$ cat src/rtl/inj_meter_pkg.sv
package inj_meter_pkg;
  // tokens carry this many fractional bits (rate is bytes per 2**FRAC_BITS cycles)
  localparam int FRAC_BITS = 8;

  typedef enum logic [1:0] {
    ACT_HOLD  = 2'd0,
    ACT_CUT   = 2'd1,
    ACT_RAISE = 2'd2
  } rate_act_e;
endpackage

$ cat src/rtl/inj_rate_ctrl.sv
module inj_rate_ctrl
  import inj_meter_pkg::*;
#(
  parameter int RATE_W  = 16,
  parameter int QUIET_W = 16
) (
  input  logic              clk,
  input  logic              rst_n,
  input  logic              note_i,
  input  logic [RATE_W-1:0] ceil_i,
  input  logic [RATE_W-1:0] floor_i,
  input  logic [RATE_W-1:0] down_i,
  input  logic [RATE_W-1:0] up_i,
  input  logic [QUIET_W-1:0] quiet_i,
  output logic [RATE_W-1:0] rate_o
);
  localparam int WR = RATE_W + 1;
  localparam int WQ = QUIET_W + 1;

  logic [RATE_W-1:0]  rate_q, rate_n;
  logic [QUIET_W-1:0] quiet_q;
  logic [WQ-1:0]      quiet_inc;
  logic               quiet_done;
  rate_act_e          act;
  logic [WR-1:0]      cand, lifted;

  assign quiet_inc  = {1'b0, quiet_q} + WQ'(1);
  assign quiet_done = quiet_inc >= {1'b0, quiet_i};

  // a notification outranks a due rise
  always_comb begin
    if (note_i)          act = ACT_CUT;
    else if (quiet_done) act = ACT_RAISE;
    else                 act = ACT_HOLD;
  end

  always_comb begin
    unique case (act)
      ACT_CUT:   cand = (rate_q >= down_i) ? WR'(rate_q - down_i) : '0;
      ACT_RAISE: cand = {1'b0, rate_q} + {1'b0, up_i};
      default:   cand = {1'b0, rate_q};
    endcase
    lifted = (cand < {1'b0, floor_i}) ? {1'b0, floor_i} : cand;
    rate_n = (lifted > {1'b0, ceil_i}) ? ceil_i : lifted[RATE_W-1:0];
  end

  always_ff @(posedge clk) begin
    if (!rst_n) begin
      rate_q  <= ceil_i;
      quiet_q <= '0;
    end else begin
      rate_q  <= rate_n;
      quiet_q <= (act == ACT_HOLD) ? quiet_inc[QUIET_W-1:0] : '0;
    end
  end

  assign rate_o = rate_q;

  a_r7_rate_ceiling: assert property (@(posedge clk) disable iff (!rst_n)
    rate_q <= ceil_i);
  a_r5_rate_floor: assert property (@(posedge clk) disable iff (!rst_n)
    rate_q >= floor_i);
  a_r4_note_no_rise: assert property (@(posedge clk) disable iff (!rst_n)
    note_i |=> rate_q <= $past(rate_q));
  a_r6_no_early_rise: assert property (@(posedge clk) disable iff (!rst_n)
    (!note_i && !quiet_done) |=> rate_q <= $past(rate_q));
endmodule

$ cat src/rtl/inj_token_bucket.sv
module inj_token_bucket
  import inj_meter_pkg::*;
#(
  parameter int LEN_W  = 12,
  parameter int RATE_W = 16
) (
  input  logic              clk,
  input  logic              rst_n,
  input  logic              valid_i,
  input  logic [LEN_W-1:0]  len_i,
  input  logic [LEN_W-1:0]  burst_i,
  input  logic [RATE_W-1:0] rate_i,
  output logic              ready_o
);
  localparam int BASE_W = LEN_W + FRAC_BITS;
  localparam int TOK_W  = ((BASE_W > RATE_W) ? BASE_W : RATE_W) + 1;

  logic [TOK_W-1:0] tok_q, tok_n, need, cap, after, sum;
  logic             fire;

  assign need    = TOK_W'({len_i, {FRAC_BITS{1'b0}}});
  assign cap     = TOK_W'({burst_i, {FRAC_BITS{1'b0}}});
  assign ready_o = tok_q >= need;
  assign fire    = valid_i && ready_o;

  always_comb begin
    after = fire ? (tok_q - need) : tok_q;
    sum   = after + TOK_W'(rate_i);
    tok_n = (sum > cap) ? cap : sum;
  end

  always_ff @(posedge clk) begin
    if (!rst_n) tok_q <= cap;
    else        tok_q <= tok_n;
  end

  a_r3_bucket_cap: assert property (@(posedge clk) disable iff (!rst_n)
    tok_q <= cap);
  a_r2_fire_debits: assert property (@(posedge clk) disable iff (!rst_n)
    fire |=> tok_q <= $past(tok_q) - $past(need) + TOK_W'($past(rate_i)));
endmodule

$ cat src/rtl/inj_rate_meter.sv
module inj_rate_meter #(
  parameter int LEN_W   = 12,
  parameter int RATE_W  = 16,
  parameter int QUIET_W = 16
) (
  input  logic               clk,
  input  logic               rst_n,
  input  logic               req_valid,
  input  logic [LEN_W-1:0]   req_len,
  output logic               req_ready,
  input  logic               note_pulse,
  input  logic [RATE_W-1:0]  cfg_ceiling,
  input  logic [RATE_W-1:0]  cfg_floor,
  input  logic [RATE_W-1:0]  cfg_step_down,
  input  logic [RATE_W-1:0]  cfg_step_up,
  input  logic [QUIET_W-1:0] cfg_quiet,
  input  logic [LEN_W-1:0]   cfg_burst,
  output logic [RATE_W-1:0]  rate_now
);
  logic [RATE_W-1:0] rate_w;

  inj_rate_ctrl #(.RATE_W(RATE_W), .QUIET_W(QUIET_W)) u_ctrl (
    .clk     (clk),
    .rst_n   (rst_n),
    .note_i  (note_pulse),
    .ceil_i  (cfg_ceiling),
    .floor_i (cfg_floor),
    .down_i  (cfg_step_down),
    .up_i    (cfg_step_up),
    .quiet_i (cfg_quiet),
    .rate_o  (rate_w)
  );

  inj_token_bucket #(.LEN_W(LEN_W), .RATE_W(RATE_W)) u_bucket (
    .clk     (clk),
    .rst_n   (rst_n),
    .valid_i (req_valid),
    .len_i   (req_len),
    .burst_i (cfg_burst),
    .rate_i  (rate_w),
    .ready_o (req_ready)
  );

  assign rate_now = rate_w;

  a_r1_ready_rate_known: assert property (@(posedge clk) disable iff (!rst_n)
    !$isunknown(req_ready));
endmodule

$ cat config.mk
export PLATFORM = sky130hd
export DESIGN_NAME = inj_rate_meter
export DESIGN_NICKNAME = d
export VERILOG_FILES = /design/src/rtl/inj_meter_pkg.sv /design/src/rtl/inj_rate_ctrl.sv /design/src/rtl/inj_token_bucket.sv /design/src/rtl/inj_rate_meter.sv
export SDC_FILE = /design/constraint.sdc
export NUM_CORES = 1
export LEC_CHECK = 0
export BUFFER_PORTS_ARGS = -buffer_cell sky130_fd_sc_hd__buf_2
export CAP_MARGIN = 20
export CORE_ASPECT_RATIO = 1.1
export CORE_MARGIN = 4
export CORE_UTILIZATION = 25
export CTS_BUF_LIST = sky130_fd_sc_hd__clkbuf_4 sky130_fd_sc_hd__clkbuf_8
export DETAILED_ROUTE_END_ITERATION = 10
export PLACE_DENSITY = 0.52
export SETUP_SLACK_MARGIN = 0.5
export SKIP_CTS_REPAIR_TIMING = 1
export SYNTH_ARGS = -nofsm -noshare
export SYNTH_HDL_FRONTEND = slang
export SYNTH_SLANG_ARGS = --single-unit
$ cat constraint.sdc
create_clock -name clk -period 9.4 [get_ports clk]
set_clock_uncertainty 0.2 [all_clocks]
set_input_delay 0.94 -clock clk [delete_from_list [all_inputs] [get_ports clk]]
set_output_delay 0.94 -clock clk [all_outputs]
set_load 0.1 [all_outputs]
# After elaboration in Yosys (flattened, before gate mapping)
# Cells that the tools add are included.
# totals
input_bits	108
regBits	53
output_inout_bits	17
word_cells	32
# classes
reduce_logical	4
bitwise	1
mux	10
n_lt_le_gt_ge	6
eq_ne	2
add_sub_neg	5
# op_table
operator	n
$mux W20	2
$mux W17	2
$pmux W17 S2	1
$mux W16	2
$add A21 B16 Y21	1
$ge A21 B20 Y1	1
$gt A21 B20 Y1	1
$mux W21	1
$sub A21 B20 Y21	1
$add A16 B1 Y17 const B	1
$add A16 B16 Y17	1
$ge A17 B16 Y1	1
$gt A17 B16 Y1	1
$lt A17 B16 Y1	1
$sub A16 B16 Y17	1
$ge A16 B16 Y1	1
$mux W2	2
$eq A2 B1 Y1 const B	1
$eq A2 B2 Y1 const B	1
$logic_not A2 Y1	1
$reduce_and A2 Y1	1
$reduce_or A2 Y1	1
$logic_and A1 B1 Y1	1
$not A1 Y1	1

# Logic depth before layout (Yosys ltp)
# depth
ltp_word	11
ltp_mapped	39
mapped_depth_nobuf	36

# Hierarchy
# A second synthesis with hierarchy kept.
# hier_totals
hier_cells	893
hier_area_um2	7196.9
# by_module_without_submodules
mod	seq_area_each_um2	area_per_inst_um2	instances	cells_per_inst
inj_rate_ctrl	640.6	4573.1	1	569
inj_token_bucket	420.4	2623.8	1	324

# Worst setup path after synthesis
# OpenSTA, ideal clock, no wires.
# synth_path
path_type	flip-flop to flip-flop
startpoint	register u_ctrl.quiet_q[0]
endpoint	register u_ctrl.rate_q[13] (netlist: u_ctrl.rate_o[13])
arrival_ps	6841
setup_time_ps	87
slack_ps	2272
stages_incl_launch_ff	39
path_buffers	3
synth_period_minus_slack_ps	7128
required_time_ps	9113
path_cell_list	dfxtp_1 -> ha_1 -> nand3_1 -> nor2_1 -> and4_1 -> xor2_1 -> ha_1 -> nand2_1 -> nor2_1 -> nand4_1 -> o21ai_0 -> or3_1 -> nor2_2 -> buf_4 -> mux2i_1 -> o21ai_0 -> ha_1 -> a21o_1 -> (+3 left out) -> a21o_1 -> a21oi_1 -> o211ai_1 -> or3_1 -> buf_4 -> nor2_8 -> mux2_1 -> ha_1 -> nor2b_1 -> o21a_1 -> o21ai_0 -> a21oi_1 -> o21a_1 -> o21ai_0 -> a21oi_1 -> nand2b_1 -> buf_2 -> o31ai_1
# synth_via
elab_chain_cells	11
word_cells_on_any_way	12
cone_classes	1 x add/sub; 3 x order compare; 2 x eq/ne; 6 x mux
# synth_lines
element	line_no	text
from (decl)	inj_rate_ctrl.sv:21	logic [QUIET_W-1:0] quiet_q;
from (signal assigned)	inj_rate_ctrl.sv:53	quiet_q <= (act == ACT_HOLD) ? quiet_inc[QUIET_W-1:0] : '0;
$add A16 B1 Y17 (*)	inj_rate_ctrl.sv:27	assign quiet_inc = {1'b0, quiet_q} + WQ'(1);
named net u_ctrl.quiet_inc[10]	inj_rate_ctrl.sv:22	logic [WQ-1:0] quiet_inc;
$ge A17 B16 Y1 (*)	inj_rate_ctrl.sv:28	assign quiet_done = quiet_inc >= {1'b0, quiet_i};
$mux W2 (*)	inj_rate_ctrl.sv:33	else if (quiet_done) act = ACT_RAISE;
$mux W2 (*)	inj_rate_ctrl.sv:32	if (note_i) act = ACT_CUT;
$eq A2 B2 Y1 or $eq A2 B1 Y1 (tied branches)	inj_rate_ctrl.sv:38	unique case (act)
$pmux W17 S2 (*)	inj_rate_ctrl.sv:38	
$lt A17 B16 Y1	inj_rate_ctrl.sv:43	lifted = (cand < {1'b0, floor_i}) ? {1'b0, floor_i} : cand;
$mux W17 (*)	inj_rate_ctrl.sv:43	
$gt A17 B16 Y1	inj_rate_ctrl.sv:44	rate_n = (lifted > {1'b0, ceil_i}) ? ceil_i : lifted[RATE_W-1:0];
$mux W16 (*)	inj_rate_ctrl.sv:44	
$mux W16 (*)	inj_rate_ctrl.sv:48	if (!rst_n) begin
to (signal assigned)	inj_rate_ctrl.sv:49	rate_q <= ceil_i;
to (signal assigned)	inj_rate_ctrl.sv:52	rate_q <= rate_n;
to (decl)	inj_rate_ctrl.sv:20	logic [RATE_W-1:0] rate_q, rate_n;
# The timed path passes the listed nets; every way through them passes the cells marked *.
# A chain may end at the register's enable or synchronous reset.

# Worst setup path after layout
# layout_path
startpoint	register u_ctrl.quiet_q[0]
endpoint	register u_ctrl.rate_q[8] (netlist: u_ctrl.rate_o[8])
# Same word-level chain as after synthesis.

==> impl_metrics.tcl <==
set metrics [dict create \
    worst-path-max-fanout 19 \
    fillers 3205 \
    grt_setup_unrepaired "yes" \
    setup_tns_ps 0 \
    nets 1285 \
    vias_per_cell 5.03 \
    cts_root_buf "clkbuf_8" \
    cp_data_arrival_time_ps 8430 \
    start_kind "flop" \
    first_global_vias 7046 \
    max_stage_delay_ps 540 \
    grt_overflow 0 \
    synth_warnings 0 \
    start_util_pct 25.5 \
    die_y_um 188 \
    end_kind "flop" \
    setup_viol 0 \
    cts_tree "yes" \
    synth.cell_area_um2 7390 \
    design.portCount 125 \
    grt_max_degree 30 \
    required_ps 9450 \
    outcome "finished clean" \
    ys_types 82 \
    hpwl_mm 20.0 \
    wl_met2_mm 11.4 \
    synthTopCellsByArea "ha_1 20%, dfxtp_1 14%, a21oi_1 5.8%, inv_1 5.2%, xnor2_1 5.0%" \
    ys_ff_latch 53 \
    routedWlPerCell_um 16.7 \
    cts_buffer_depth 2 \
    drt-initial-drc-count 357 \
    maxUsedRoutingLayer "met4" \
    antenna_found_initial 0 \
    hold_class "reg -> reg" \
    hold_viol 0 \
    fp.coreArea_um2 29000 \
    synth_fp_nets 1168 \
    synthCells 936 \
    seq_area_frac_synth_pct 14.4 \
    syn2layout_area_growth_pct 14.9 \
    die_area_um2 32400 \
    net-switching-power_w 0.00200 \
    rows 65 \
    max_slew_margin_pct 44.2 \
    clkLatencyLatePin_ps 340 \
    gp_congestion 0.851 \
    power.internal_w 0.00151 \
    synth_area_per_cell_um2 7.90 \
    leakage_nw 4.23 \
    die_w_um 172 \
    drv_cap 0 \
    numCtsBuffers 5 \
    tightest_slew_ps 834 \
    num_vias 7150 \
    vdd_drop_max_mv 0.215 \
    min_period_ps 8380 \
    async_reset_ff_share_pct 0 \
    synth_top_area_share_pct 20.3 \
    slew_viol_final 0 \
    report.power.total_w 0.00351 \
    path_class "reg -> reg" \
    portBuffers 124 \
    yosysTopAreaCell "ha_1" \
    fmax_mhz 119 \
    power_density_nw_per_um2 413 \
    p_comb_share_pct 82.9 \
    htreeDepth 2 \
    p_sw_share_pct 57.1 \
    antennaDiodeCount 0 \
    p_clk_share_pct 4.2 \
    met3_length_mm 1.08 \
    drive_above_1_share_pct 18.1 \
    dr.pass1.iters 5 \
    track_usage_pct 14.3 \
    path_clk_slew_ps 110 \
    period_share_pct 89.1 \
    numClockSinks 53 \
    seq_power_share_pct 12.9 \
    synth-edff-count 0 \
    ys.flop_type "dfxtp_1" \
    grt_pass1_wl_mm 37.0 \
    drc 0 \
    wirelength_mm 23.7 \
    drtAntennaViolNets 0 \
    wl_met1_mm 10.8 \
    cp_slowest_cell "or3_1" \
]
-- power groups by stage --
stage / logic, W / registers (W) / clock network, W
floorplan: 0.00206 / 0.000643 / 0
global placement: 0.00285 / 0.000463 / 0
detailed placement: 0.00286 / 0.000460 / 0
CTS: 0.00289 / 0.000454 / 0.000156
global route: 0.00325 / 0.000467 / 0.000163
finish: 0.00291 / 0.000452 / 0.000147
-- cells in the final DEF (no fill, tap or decap), types with 4 or more instances in the layout --
cell type	instances
a211oi_1	7
a21o_1	34
a21oi_1	86
a221o_1	4
a31oi_1	5
and2_1	11
and2_2	5
and3_1	16
and4_1	5
buf_2	124
buf_4	4
clkbuf_8	6
dfxtp_1	53
fa_1	4
ha_1	120
inv_1	103
mux2_2	15
mux2i_1	20
nand2_1	50
nand2b_1	5
nand3_1	22
nand4_1	27
nor2_1	57
nor2_4	4
nor2b_1	9
nor3_1	23
nor4_1	6
o211ai_1	6
o21a_1	15
o21ai_0	45
o221ai_1	12
o22ai_1	7
o31ai_1	9
or3_1	4
xnor2_1	42
xor2_1	22
-- worst paths after layout --
| path | slack [ps] | depth (start not counted) | from | to |
|---|---|---|---|---|
| worst max-delay path | 1020 | 36 | u_ctrl.quiet_q[0] | u_ctrl.rate_o[8] |
| worst min-delay path | 290 | 1 | u_ctrl.quiet_q[0] | u_ctrl.quiet_q[0] |
| worst max register to register | 1020 | 36 | u_ctrl.quiet_q[0] | u_ctrl.rate_o[8] |
| worst min register to register | 290 | 1 | u_ctrl.quiet_q[0] | u_ctrl.quiet_q[0] |
-- cells in the mapped netlist (all sizes together), types with 12 or more instances --
| cell | n |
|---|---|
| and2 | 16 |
| xnor2 | 42 |
| a21o | 34 |
| nor3 | 25 |
| o21a | 15 |
| dfxtp | 53 |
| ha | 120 |
| mux2 | 19 |
| nor2 | 62 |
| a21oi | 86 |
| xor2 | 22 |
| nand2 | 51 |
| o21ai | 48 |
| mux2i | 20 |
| buf | 13 |
| and3 | 18 |
| inv | 103 |
| nand3 | 24 |
| o221ai | 12 |
| nand4 | 27 |
-- stage by stage --
step	instance area, µm²	instances	setup WS [ps]	hold slack (ps)	utilization [%]
final	8490	1421	1020	288	29.3
after detailed placement	8370	1413	790	274	28.9
after floorplan	7390	936	2270	244	-
after global routing	8490	1421	487	329	29.3
after CTS	8460	1420	726	299	29.2
after global placement	8370	1413	896	267	28.9
-- final cells by class --
type / instances / area, µm² / area share [%]
clock buffer: 7 / 90.1 / 1.06
timing repair buffer: 128 / 651 / 7.66
multi-input combinational: 762 / 5840 / 68.8
sequential: 53 / 1060 / 12.5
inverter: 103 / 387 / 4.55
tap: 368 / 460 / 5.42
-- sequential cells by signal, summed over array words and instances (netlist names) --
name and flops:
u_ctrl.rate_o 16, u_bucket.tok_q 21, u_ctrl.quiet_q 16
-- worst max-delay path, delay by kind of cell, from the launching register on --
family                   cells  cell delay [ps]
buffers and inverters        1              280
multiplexers                 2              460
flip-flops                   1              410
AO/OA/AOI/OAI               14             2430
AND/OR/NAND/NOR             14             3240
XOR/XNOR                     1              180
adder cells (fa/ha/maj)      4             1070
-- logic make-up after synthesis --
logic type | Yosys count | synth area share, %
mux | 39 | 5.71
buf+inv | 122 | 6.97
fa+ha+maj | 124 | 21.4
simple gates | 265 | 19.3
compound gates | 268 | 24.7
xor+xnor | 64 | 7.58
flops | 53 | 14.4
other cells | 1 | 0.0507
-- routing by layer --
| metal | global-route usage, % | vias to the layer above |
|---|---|---|
| li1 | - | 3660 |
| met1 | 19.1 | 3281 |
| met2 | 24.3 | 186 |
| met3 | 1.85 | 23 |
| met4 | 3.39 | 0 |
| met5 | 0 | - |
(Power assumes the default switching activity.)
